## config.mk

```make
export PLATFORM = sky130hd
export DESIGN_NAME = bcd_updown_decade
export DESIGN_NICKNAME = d
export VERILOG_FILES = /design/src/rtl/bcd_cnt_pkg.sv /design/src/rtl/bcd_step.sv /design/src/rtl/bcd_term_dec.sv /design/src/rtl/bcd_cnt_reg.sv /design/src/rtl/bcd_updown_decade.sv
export SDC_FILE = /design/constraint.sdc
export NUM_CORES = 1
export LEC_CHECK = 0
export BUFFER_PORTS_ARGS = -buffer_cell sky130_fd_sc_hd__buf_2
export CORE_UTILIZATION = 40
export CTS_CLUSTER_SIZE = 40
export DETAILED_ROUTE_END_ITERATION = 8
export GPL_TIMING_DRIVEN = 1
export MAX_ROUTING_LAYER = met4
export PLACE_DENSITY = 0.73
export SYNTH_ARGS = -nofsm -noshare
export SYNTH_HDL_FRONTEND = slang
export SYNTH_HIERARCHICAL = 1
export SYNTH_SLANG_ARGS = --single-unit
```

## constraint.sdc

```tcl
create_clock -name clk -period 4.7 [get_ports clk]
set_input_delay 0.94 -clock clk [delete_from_list [all_inputs] [get_ports clk]]
set_output_delay 0.94 -clock clk [all_outputs]
set_load 0.1 [all_outputs]
```

## src/rtl/bcd_cnt_pkg.sv

```systemverilog
package bcd_cnt_pkg;
   typedef enum logic {
      DIR_DOWN = 1'b0,
      DIR_UP   = 1'b1
   } count_dir_e;
endpackage

```

## src/rtl/bcd_step.sv

```systemverilog
module bcd_step
   import bcd_cnt_pkg::*;
#(
   parameter int DW    = 4,
   parameter int RADIX = 10
) (
   input  logic [DW-1:0] cur,
   input  count_dir_e    dir,
   output logic [DW-1:0] nxt
);
   localparam logic [DW-1:0] LAST_V = (DW)'(RADIX - 1);

   always_comb begin
      if (dir == DIR_UP) begin
         // at or past the last digit: wrap, illegal codes included
         nxt = (cur >= LAST_V) ? '0 : cur + (DW)'(1);
      end else if (cur == '0) begin
         nxt = LAST_V;
      end else if (cur > LAST_V && !cur[0]) begin
         // even illegal code jumps straight to the top digit
         nxt = LAST_V;
      end else begin
         nxt = cur - (DW)'(1);
      end
   end
endmodule

```

## src/rtl/bcd_term_dec.sv

```systemverilog
module bcd_term_dec
   import bcd_cnt_pkg::*;
#(
   parameter int DW    = 4,
   parameter int RADIX = 10
) (
   input  logic [DW-1:0] val,
   input  count_dir_e    dir,
   input  logic          en_n,
   output logic          term_n
);
   localparam logic [DW-1:0] LAST_V = (DW)'(RADIX - 1);

   logic at_top;

   generate
      if (RADIX == 10 && DW == 4) begin : g_sparse
         // two-bit decode of nine; it also flags 11, 13 and 15
         assign at_top = val[0] & val[DW-1];
      end else begin : g_full
         assign at_top = (val >= LAST_V);
      end
   endgenerate

   always_comb begin
      if (en_n) begin
         term_n = 1'b1;
      end else if (dir == DIR_UP) begin
         term_n = ~at_top;
      end else begin
         term_n = (val != '0);
      end
   end
endmodule

```

## src/rtl/bcd_cnt_reg.sv

```systemverilog
module bcd_cnt_reg #(
   parameter int DW = 4
) (
   input  logic          clk,
   input  logic          clr,
   input  logic          ld,
   input  logic [DW-1:0] ld_val,
   input  logic          adv,
   input  logic [DW-1:0] adv_val,
   output logic [DW-1:0] st
);
   always_ff @(posedge clk or posedge clr) begin
      if (clr) begin
         st <= '0;
      end else if (ld) begin
         st <= ld_val;
      end else if (adv) begin
         st <= adv_val;
      end
   end
endmodule

```

## src/rtl/bcd_updown_decade.sv

```systemverilog
module bcd_updown_decade
   import bcd_cnt_pkg::*;
#(
   parameter int DW    = 4,
   parameter int RADIX = 10
) (
   input  logic          clk,
   input  logic          clr,
   input  logic          preset_en,
   input  logic [DW-1:0] preset_val,
   input  logic          cnt_en_n,
   input  logic          count_up,
   output logic [DW-1:0] q,
   output logic          term_n
);
   localparam logic [DW-1:0] LAST_V = (DW)'(RADIX - 1);

   generate
      if (DW < 2) begin : g_bad_width
         $error("bcd_updown_decade: DW must be at least 2");
      end
      if (RADIX < 2 || RADIX > (1 << DW)) begin : g_bad_radix
         $error("bcd_updown_decade: RADIX must lie in 2 .. 2**DW");
      end
   endgenerate

   count_dir_e     dir;
   logic [DW-1:0]  st_q;
   logic [DW-1:0]  st_nxt;

   assign dir = count_up ? DIR_UP : DIR_DOWN;

   bcd_step #(.DW(DW), .RADIX(RADIX)) u_step (
      .cur (st_q),
      .dir (dir),
      .nxt (st_nxt)
   );

   bcd_cnt_reg #(.DW(DW)) u_reg (
      .clk     (clk),
      .clr     (clr),
      .ld      (preset_en),
      .ld_val  (preset_val),
      .adv     (~cnt_en_n),
      .adv_val (st_nxt),
      .st      (st_q)
   );

   // preset is transparent to the output until the next edge stores it
   always_comb begin
      if (clr) begin
         q = '0;
      end else if (preset_en) begin
         q = preset_val;
      end else begin
         q = st_q;
      end
   end

   bcd_term_dec #(.DW(DW), .RADIX(RADIX)) u_term (
      .val    (q),
      .dir    (dir),
      .en_n   (cnt_en_n),
      .term_n (term_n)
   );

   p_hold_r4: assert property (@(posedge clk) disable iff (clr)
      (!preset_en && cnt_en_n) |=> $stable(st_q));

   p_preset_store_r3: assert property (@(posedge clk) disable iff (clr)
      preset_en |=> (st_q == $past(preset_val)));

   p_preset_beats_count_r11: assert property (@(posedge clk) disable iff (clr)
      (preset_en && !cnt_en_n) |=> (st_q == $past(preset_val)));

   p_up_step_r5: assert property (@(posedge clk) disable iff (clr)
      (!preset_en && !cnt_en_n && count_up && st_q < LAST_V)
      |=> (st_q == $past(st_q) + (DW)'(1)));

   p_up_wrap_r6: assert property (@(posedge clk) disable iff (clr)
      (!preset_en && !cnt_en_n && count_up && st_q >= LAST_V)
      |=> (st_q == '0));

   p_down_step_r7: assert property (@(posedge clk) disable iff (clr)
      (!preset_en && !cnt_en_n && !count_up && st_q != '0 && st_q <= LAST_V)
      |=> (st_q == $past(st_q) - (DW)'(1)));

   p_down_wrap_r7: assert property (@(posedge clk) disable iff (clr)
      (!preset_en && !cnt_en_n && !count_up && st_q == '0)
      |=> (st_q == LAST_V));

   p_down_even_bad_r8: assert property (@(posedge clk) disable iff (clr)
      (!preset_en && !cnt_en_n && !count_up && st_q > LAST_V && !st_q[0])
      |=> (st_q == LAST_V));

   p_down_odd_bad_r8: assert property (@(posedge clk) disable iff (clr)
      (!preset_en && !cnt_en_n && !count_up && st_q > LAST_V && st_q[0])
      |=> (st_q == $past(st_q) - (DW)'(1)));
endmodule

```

==> impl_metrics.py, run 1 <==
metrics = {
    "cells_and_area": {
        "largest_reg_flops": 4,
        "reg_top3": "u_reg/st x4",
        "fin_util": 0.5299,
        "num_antenna_cells": 0,
        "stdcell_area_um2": 620.6,
        "syn2layout_area_growth_pct": 15.89,
        "drive_gt1_frac": 0.2785,
        "layout.cells.non_filler": 93,
        "final_common_cell": "buf_2",
        "fill_cells": 111,
        "nNetsFinal": 94,
        "regMostFlops": "u_reg/st",
        "most-common-layout-cells": "buf_2, mux2i_1, nor2_1",
    },
    "worst_setup_path": {
        "r2r-end": "u_reg/st[2]",
        "endpoint_kind": "primary output",
        "slowest_delay_ps": 430,
        "reg2reg_depth": 7,
        "cp_common_cell": "buf_2",
        "reg2reg_from": "u_reg/st[0]",
        "critPathRequiredTime_ps": 3760,
        "r2r_setup_slack_ps": 2680,
        "start_kind": "input port",
        "path_max_fanout": 12,
        "crit_type": "input port to primary output",
        "cp-endpoint": "term_n",
        "crit_slowest_cell": "buf_2",
        "worst-path-buf-inv": 2,
        "critical_path.top_delay_family": "buffers and inverters",
        "worstPathCellList": "buf_2 -> mux2i_1 -> nor2_1 -> and4b_1 -> a21oi_2 -> buf_2",
        "worstPathArrival_ps": 2220,
        "critPathLaunch": "preset_en",
        "crit_cells": 6,
    },
    "placed_design": {
        "placedCellCount": 90,
        "detailedPlacementHpwl_um": 939.9,
        "place.gp.congestion": 0.7999,
        "io_buffers": 13,
        "dpl_cell_area_um2": 598.1,
        "place_ws_ps": 1552,
    },
    "clock_tree": {
        "clkSinkCount": 4,
        "cts_root_buffer": "clkbuf_4",
        "cts_buffer_depth": 2,
        "cts_tree": "yes",
        "clk_pin_slew_ps": 40,
        "hold_buffers": 0,
        "cts_resized": 0,
        "cts_buffers": 3,
        "h-tree-depth": 1,
        "clk-insertion-delay-late_ps": 230,
        "postCtsSetupBuffers": 0,
    },
    "synth": {
        "syn-num-nets": 79,
        "syn_avg_cell_area_um2": 8.114,
        "synth_top_area_cell": "dfrtp_1",
        "ys_warn_count": 6,
        "async_flop_share": 1.000,
        "synth_area_um2": 535.5,
        "synth_enable_flop_cells": 0,
        "synth_area_leaders": "dfrtp_1, mux2i_1, ha_1",
        "ys_ff_latch": 4,
        "yosysSeqAreaShare": 0.1869,
        "synth_top_cell_area_share": 0.1869,
        "synth_ff_type": "dfrtp_1",
        "synth_cell_types": 31,
        "syn-instance-count": 66,
    },
    "global_route": {
        "grt_overflow": 0,
        "antenna_found_initial": 0,
        "grt_max_degree": 13,
        "grt_use_met2": 0.3375,
        "grt_use_total": 0.2241,
        "use_met1": 0.2933,
        "grtUsageMet3": 0.03468,
        "grt_pass1_wl_um": 2228,
        "grt_pass1_vias": 526,
        "busiest_layer": "met2",
    },
    "die": {
        "ios": 14,
        "start_util": 0.4573,
        "rows": 12,
        "core_area_um2": 1171,
        "die_w_um": 38.59,
        "die_y_um": 38.59,
        "die_area_um2": 1489,
    },
    "sta": {
        "period_needed_ps": 3162,
        "maxSlewHeadroom": 0.6777,
        "tightest_slew_ps": 486.8,
        "timing_hold_violations_final": 0,
        "finalCritPeriodShare": 0.6727,
        "setup_tns_ps": 0,
        "rsz0062_at_grt": "false",
        "setup_ws_ps": 1538,
        "slew_violations": 0,
        "setup_viol": 0,
        "clock.fmax_mhz": 316.3,
        "finalClockSkew_ps": 0.5889,
    },
    "run": {
        "cap_violations": 0,
    },
    "detailed_routing": {
        "dr_total_vias": 533,
        "wl_per_cell_um": 13.15,
        "wirelength_um": 1223,
        "drt_iter0_drc": 22,
        "dr.pass1.iters": 4,
        "drc_errors": 0,
        "final_antenna_net_count": 0,
        "viasPerCell": 5.731,
    },
    "power_and_ir_drop": {
        "switchingPower_uw": 81.81,
        "switching_share": 0.4512,
        "vdd_drop_max_v": 0.0002500,
        "power_density_nw_per_um2": 292.2,
        "pwr-share-comb": 0.500,
        "p_leak_uw": 0.0003076,
        "internal_power_uw": 99.51,
        "seqPwrFrac": 0.277,
        "p_clk_frac": 0.223,
    },
    "outcome": {
        "outcome": "finished clean",
    },
    "worst_hold_path": {
        "min_path_type": "input port to async pin",
    },
}
-- through the flow --
stage	hold slack, ps	total power [µW]
after floorplan	538.1	122.8
after global placement	734.1	139.8
after detailed placement	713.1	140.9
after CTS	614.0	183.6
after global routing	648.6	195.5
final	621.8	181.3
-- kinds of logic (layout without fill, tap and decap cells) --
kind of cell,count (synthesis),count (layout),share of synthesized area
mux,8,8,0.1495
fa+ha+maj,4,4,0.09346
flops,4,4,0.1869
simple gates,23,23,0.2547
compound gates,18,18,0.2290
buf+inv,9,22,0.08644
-- cells in the mapped netlist, drive strengths merged, types with 2 or more instances --
cell / number
inv: 6
mux2i: 8
dfrtp: 4
ha: 4
nor2: 7
nand2: 5
buf: 2
nor3b: 2
a21o: 2
o21ai: 5
or3b: 2
a21oi: 3
a211oi: 2
-- worst min-delay path by stage --
stage | start | end | slack (ps)
final | clr | u_reg/st[3] | 620
after global routing | clr | u_reg/st[1] | 650
after CTS | clr | u_reg/st[3] | 610
after detailed placement | u_reg/st[1] | u_reg/st[1] | 710
after global placement | u_reg/st[1] | u_reg/st[1] | 730
after floorplan | u_reg/st[3] | u_reg/st[3] | 540
-- power groups by stage --
stage	Clock, µW	Sequential (µW)	Combinational [µW]
after floorplan	0	45.9	76.9
after global placement	0	51.3	88.5
after detailed placement	0	51.1	89.8
after CTS	42.7	50.6	90.2
after global routing	44.4	51.8	99.3
final	40.5	50.2	90.6
-- metal layers --
metal	share of wire	wire [µm]
met5	0	0
met4	0	0
met3	0.016	20
met2	0.48	591
met1	0.50	612
-- final cells by class --
class / instances / area [µm²] / share of cell area
inverter: 6 / 22.52 / 0.03629
tap: 14 / 17.52 / 0.02823
timing repair buffer: 13 / 65.06 / 0.1048
sequential: 4 / 100.1 / 0.1613
clock buffer: 3 / 22.52 / 0.03629
multi-input combinational: 53 / 392.9 / 0.6331
Note: power is estimated with default switching activity, not from simulation.
==> run 2, diff against run 1 <==
--- a/config.mk
+++ b/config.mk
@@ -5,6 +5,7 @@
 export SDC_FILE = /design/constraint.sdc
 export NUM_CORES = 1
 export LEC_CHECK = 0
+export ABC_AREA = 1
 export BUFFER_PORTS_ARGS = -buffer_cell sky130_fd_sc_hd__buf_2
 export CORE_UTILIZATION = 40
 export CTS_CLUSTER_SIZE = 40
==> constraint.sdc (replaced) <==
create_clock -name clk -period 2.95 [get_ports clk]
set_input_delay 0.59 -clock clk [delete_from_list [all_inputs] [get_ports clk]]
set_output_delay 0.59 -clock clk [all_outputs]
set_load 0.1 [all_outputs]
==> run 2 against run 1 <==
Effect of this change: worst setup slack lost 820 ps; synthesized area grew 3.5%; sequential power grew 55%; die area grew 3.3%; global-route usage shrank 2.0 points; sequential share of layout area shrank 1.3 points; critical path type unchanged; largest cell class unchanged.
==> impl_metrics.py, run 2 <==
metrics = {
    "sta": {
        "rsz0062_at_grt": "false",
        "maxSlewHeadroom": 0.6776,
        "setup_tns_ps": 0,
        "timing_hold_violations_final": 0,
        "period_needed_ps": 2231,
        "setup_ws_ps": 719.2,
        "tightest_slew_ps": 486.9,
        "finalClockSkew_ps": 2.527,
        "clock.fmax_mhz": 448.3,
        "setup_viol": 0,
        "slew_violations": 0,
        "finalCritPeriodShare": 0.7562,
    },
    "clock_tree": {
        "hold_buffers": 0,
        "clkSinkCount": 4,
        "clk_pin_slew_ps": 40,
        "h-tree-depth": 1,
        "cts_buffer_depth": 2,
        "clk-insertion-delay-late_ps": 240,
        "cts_resized": 0,
        "cts_tree": "yes",
        "cts_buffers": 3,
        "postCtsSetupBuffers": 0,
        "cts_root_buffer": "clkbuf_4",
    },
    "detailed_routing": {
        "drt_iter0_drc": 21,
        "wirelength_um": 1198,
        "wl_per_cell_um": 9.508,
        "drc_errors": 0,
        "dr_total_vias": 615,
        "final_antenna_net_count": 0,
        "viasPerCell": 4.881,
        "dr.pass1.iters": 4,
    },
    "power_and_ir_drop": {
        "power_density_nw_per_um2": 445.6,
        "internal_power_uw": 154.3,
        "switchingPower_uw": 147.3,
        "p_clk_frac": 0.229,
        "pwr-share-comb": 0.514,
        "p_leak_uw": 0.0003893,
        "vdd_drop_max_v": 0.0002320,
        "switching_share": 0.4883,
        "seqPwrFrac": 0.257,
    },
    "worst_setup_path": {
        "worstPathArrival_ps": 1640,
        "crit_type": "input port to primary output",
        "endpoint_kind": "primary output",
        "start_kind": "input port",
        "critPathRequiredTime_ps": 2360,
        "path_max_fanout": 14,
    },
    "synth": {
        "async_flop_share": 1.000,
        "synth_cell_types": 19,
        "syn-instance-count": 96,
        "synth_top_area_cell": "nand2_1",
        "ys_warn_count": 6,
        "syn_avg_cell_area_um2": 5.774,
        "synth_top_cell_area_share": 0.2167,
        "synth_enable_flop_cells": 0,
        "synth_common_cells": "nand2_1, nand3_1, nor2_1",
        "synth_ff_type": "dfrtp_1",
        "yosysSeqAreaShare": 0.1806,
        "yosysMostFrequentCell": "nand2_1",
        "ys_ff_latch": 4,
        "synth_area_um2": 554.3,
        "syn-num-nets": 109,
        "synth_area_leaders": "nand2_1, dfrtp_1, nand3_1",
    },
    "die": {
        "die_y_um": 39.23,
        "die_w_um": 39.23,
        "core_area_um2": 1301,
        "start_util": 0.4260,
        "ios": 14,
        "die_area_um2": 1539,
        "rows": 13,
    },
    "global_route": {
        "grt_pass1_wl_um": 2145,
        "grt_max_degree": 15,
        "grt_pass1_vias": 552,
        "grt_use_total": 0.2044,
        "grt_overflow": 0,
        "antenna_found_initial": 0,
    },
    "placed_design": {
        "place_ws_ps": 720.0,
        "detailedPlacementHpwl_um": 964.7,
        "io_buffers": 13,
        "place.gp.congestion": 0.7412,
        "placedCellCount": 123,
    },
    "cells_and_area": {
        "most-common-layout-cells": "nand2_1, nand3_1, buf_2",
        "nNetsFinal": 126,
        "final_common_cell": "nand2_1",
        "largest_reg_flops": 4,
        "num_antenna_cells": 0,
        "drive_gt1_frac": 0.2432,
        "fill_cells": 145,
        "syn2layout_area_growth_pct": 22.12,
        "layout.cells.non_filler": 126,
        "reg_top3": "u_reg/st x4",
        "regMostFlops": "u_reg/st",
    },
    "worst_hold_path": {
        "min_path_type": "input port to async pin",
    },
    "outcome": {
        "outcome": "finished clean",
    },
    "run": {
        "cap_violations": 0,
    },
}
[run 2: changes by cell type in the layout (fill, tap and decap cells not counted), moves of 2 or more]
cell	before	now
nand2_1	5	32
nand3_1	1	16
mux2i_1	8	0
inv_1	6	12
nor2_4	0	4
nor2_1	7	10
o21ai_1	4	1
a211oi_1	2	0
inv_2	0	2
nand3_2	0	2
nor3b_1	2	0
[run 2: metal layers]
layer	vias to the layer above	wire, µm	track usage
met5	-	0	-
met4	0	17	0.05172
met3	2	46	0.01734
met2	15	612	0.3542
met1	268	521	0.2535
li1	330	-	-
[run 2: cell type report]
type	count	area, µm²	share of cell area
well taps	15	18.77	0.02773
inverters	15	56.30	0.08318
repair buffers	13	65.06	0.09612
clock buffers	3	22.52	0.03327
multi-input cells	76	414.1	0.6118
flip-flops and latches	4	100.1	0.1479
[run 2: worst max-delay path, cell delays in order]
cell and delay (ps):
buf_2 210, nor2_1 110, nor2_4 130, nor2_1 50, nand2_1 50, nand2_1 40, nand2_1 40, buf_2 410
[run 2: path summary, 6_finish.rpt]
kind / slack, ps / cells past startpoint / endpoint / from
max: 720 / 8 / term_n / preset_en
min: 240 / 2 / u_reg/st[2] / clr
max reg2reg: 1390 / 9 / u_reg/st[3] / u_reg/st[0]
min reg2reg: 630 / 2 / u_reg/st[3] / u_reg/st[3]
max in group asynchronous: 2560 / 2 / u_reg/st[0] / clr
min in group clk: 600 / 3 / u_reg/st[2] / preset_val[2]
[run 2: cells by family after synthesis]
logic type | synth area share
AND/OR/NAND/NOR | 0.5283
XOR/XNOR | 0.01580
AO/OA/AOI/OAI | 0.06320
flip-flops | 0.1806
buffers and inverters | 0.1219
adder cells (fa/ha/maj) | 0.09030
[run 2: power by group through the flow]
stage               logic (µW)  clock network (µW)  registers (µW)
finish                     155                69.0            77.6
global route               173                74.1            79.7
CTS                        156                69.4            77.5
detailed placement         155                   0            78.3
global placement           153                   0            79.0
floorplan                  131                   0            73.3
[run 2: per-stage QoR]
stage / util / hold slack, ps / total power [µW] / instance area [µm²]
4_1_cts: 0.5202 / 246.2 / 302.7 / 676.9
2_1_floorplan: - / 356.1 / 204.0 / 581.8
5_1_grt: 0.5202 / 256.7 / 327.1 / 676.9
3_3_place_gp: 0.5029 / 486.4 / 231.8 / 654.4
6_report: 0.5202 / 244.1 / 301.6 / 676.9
3_5_place_dp: 0.5029 / 493.6 / 233.8 / 654.4
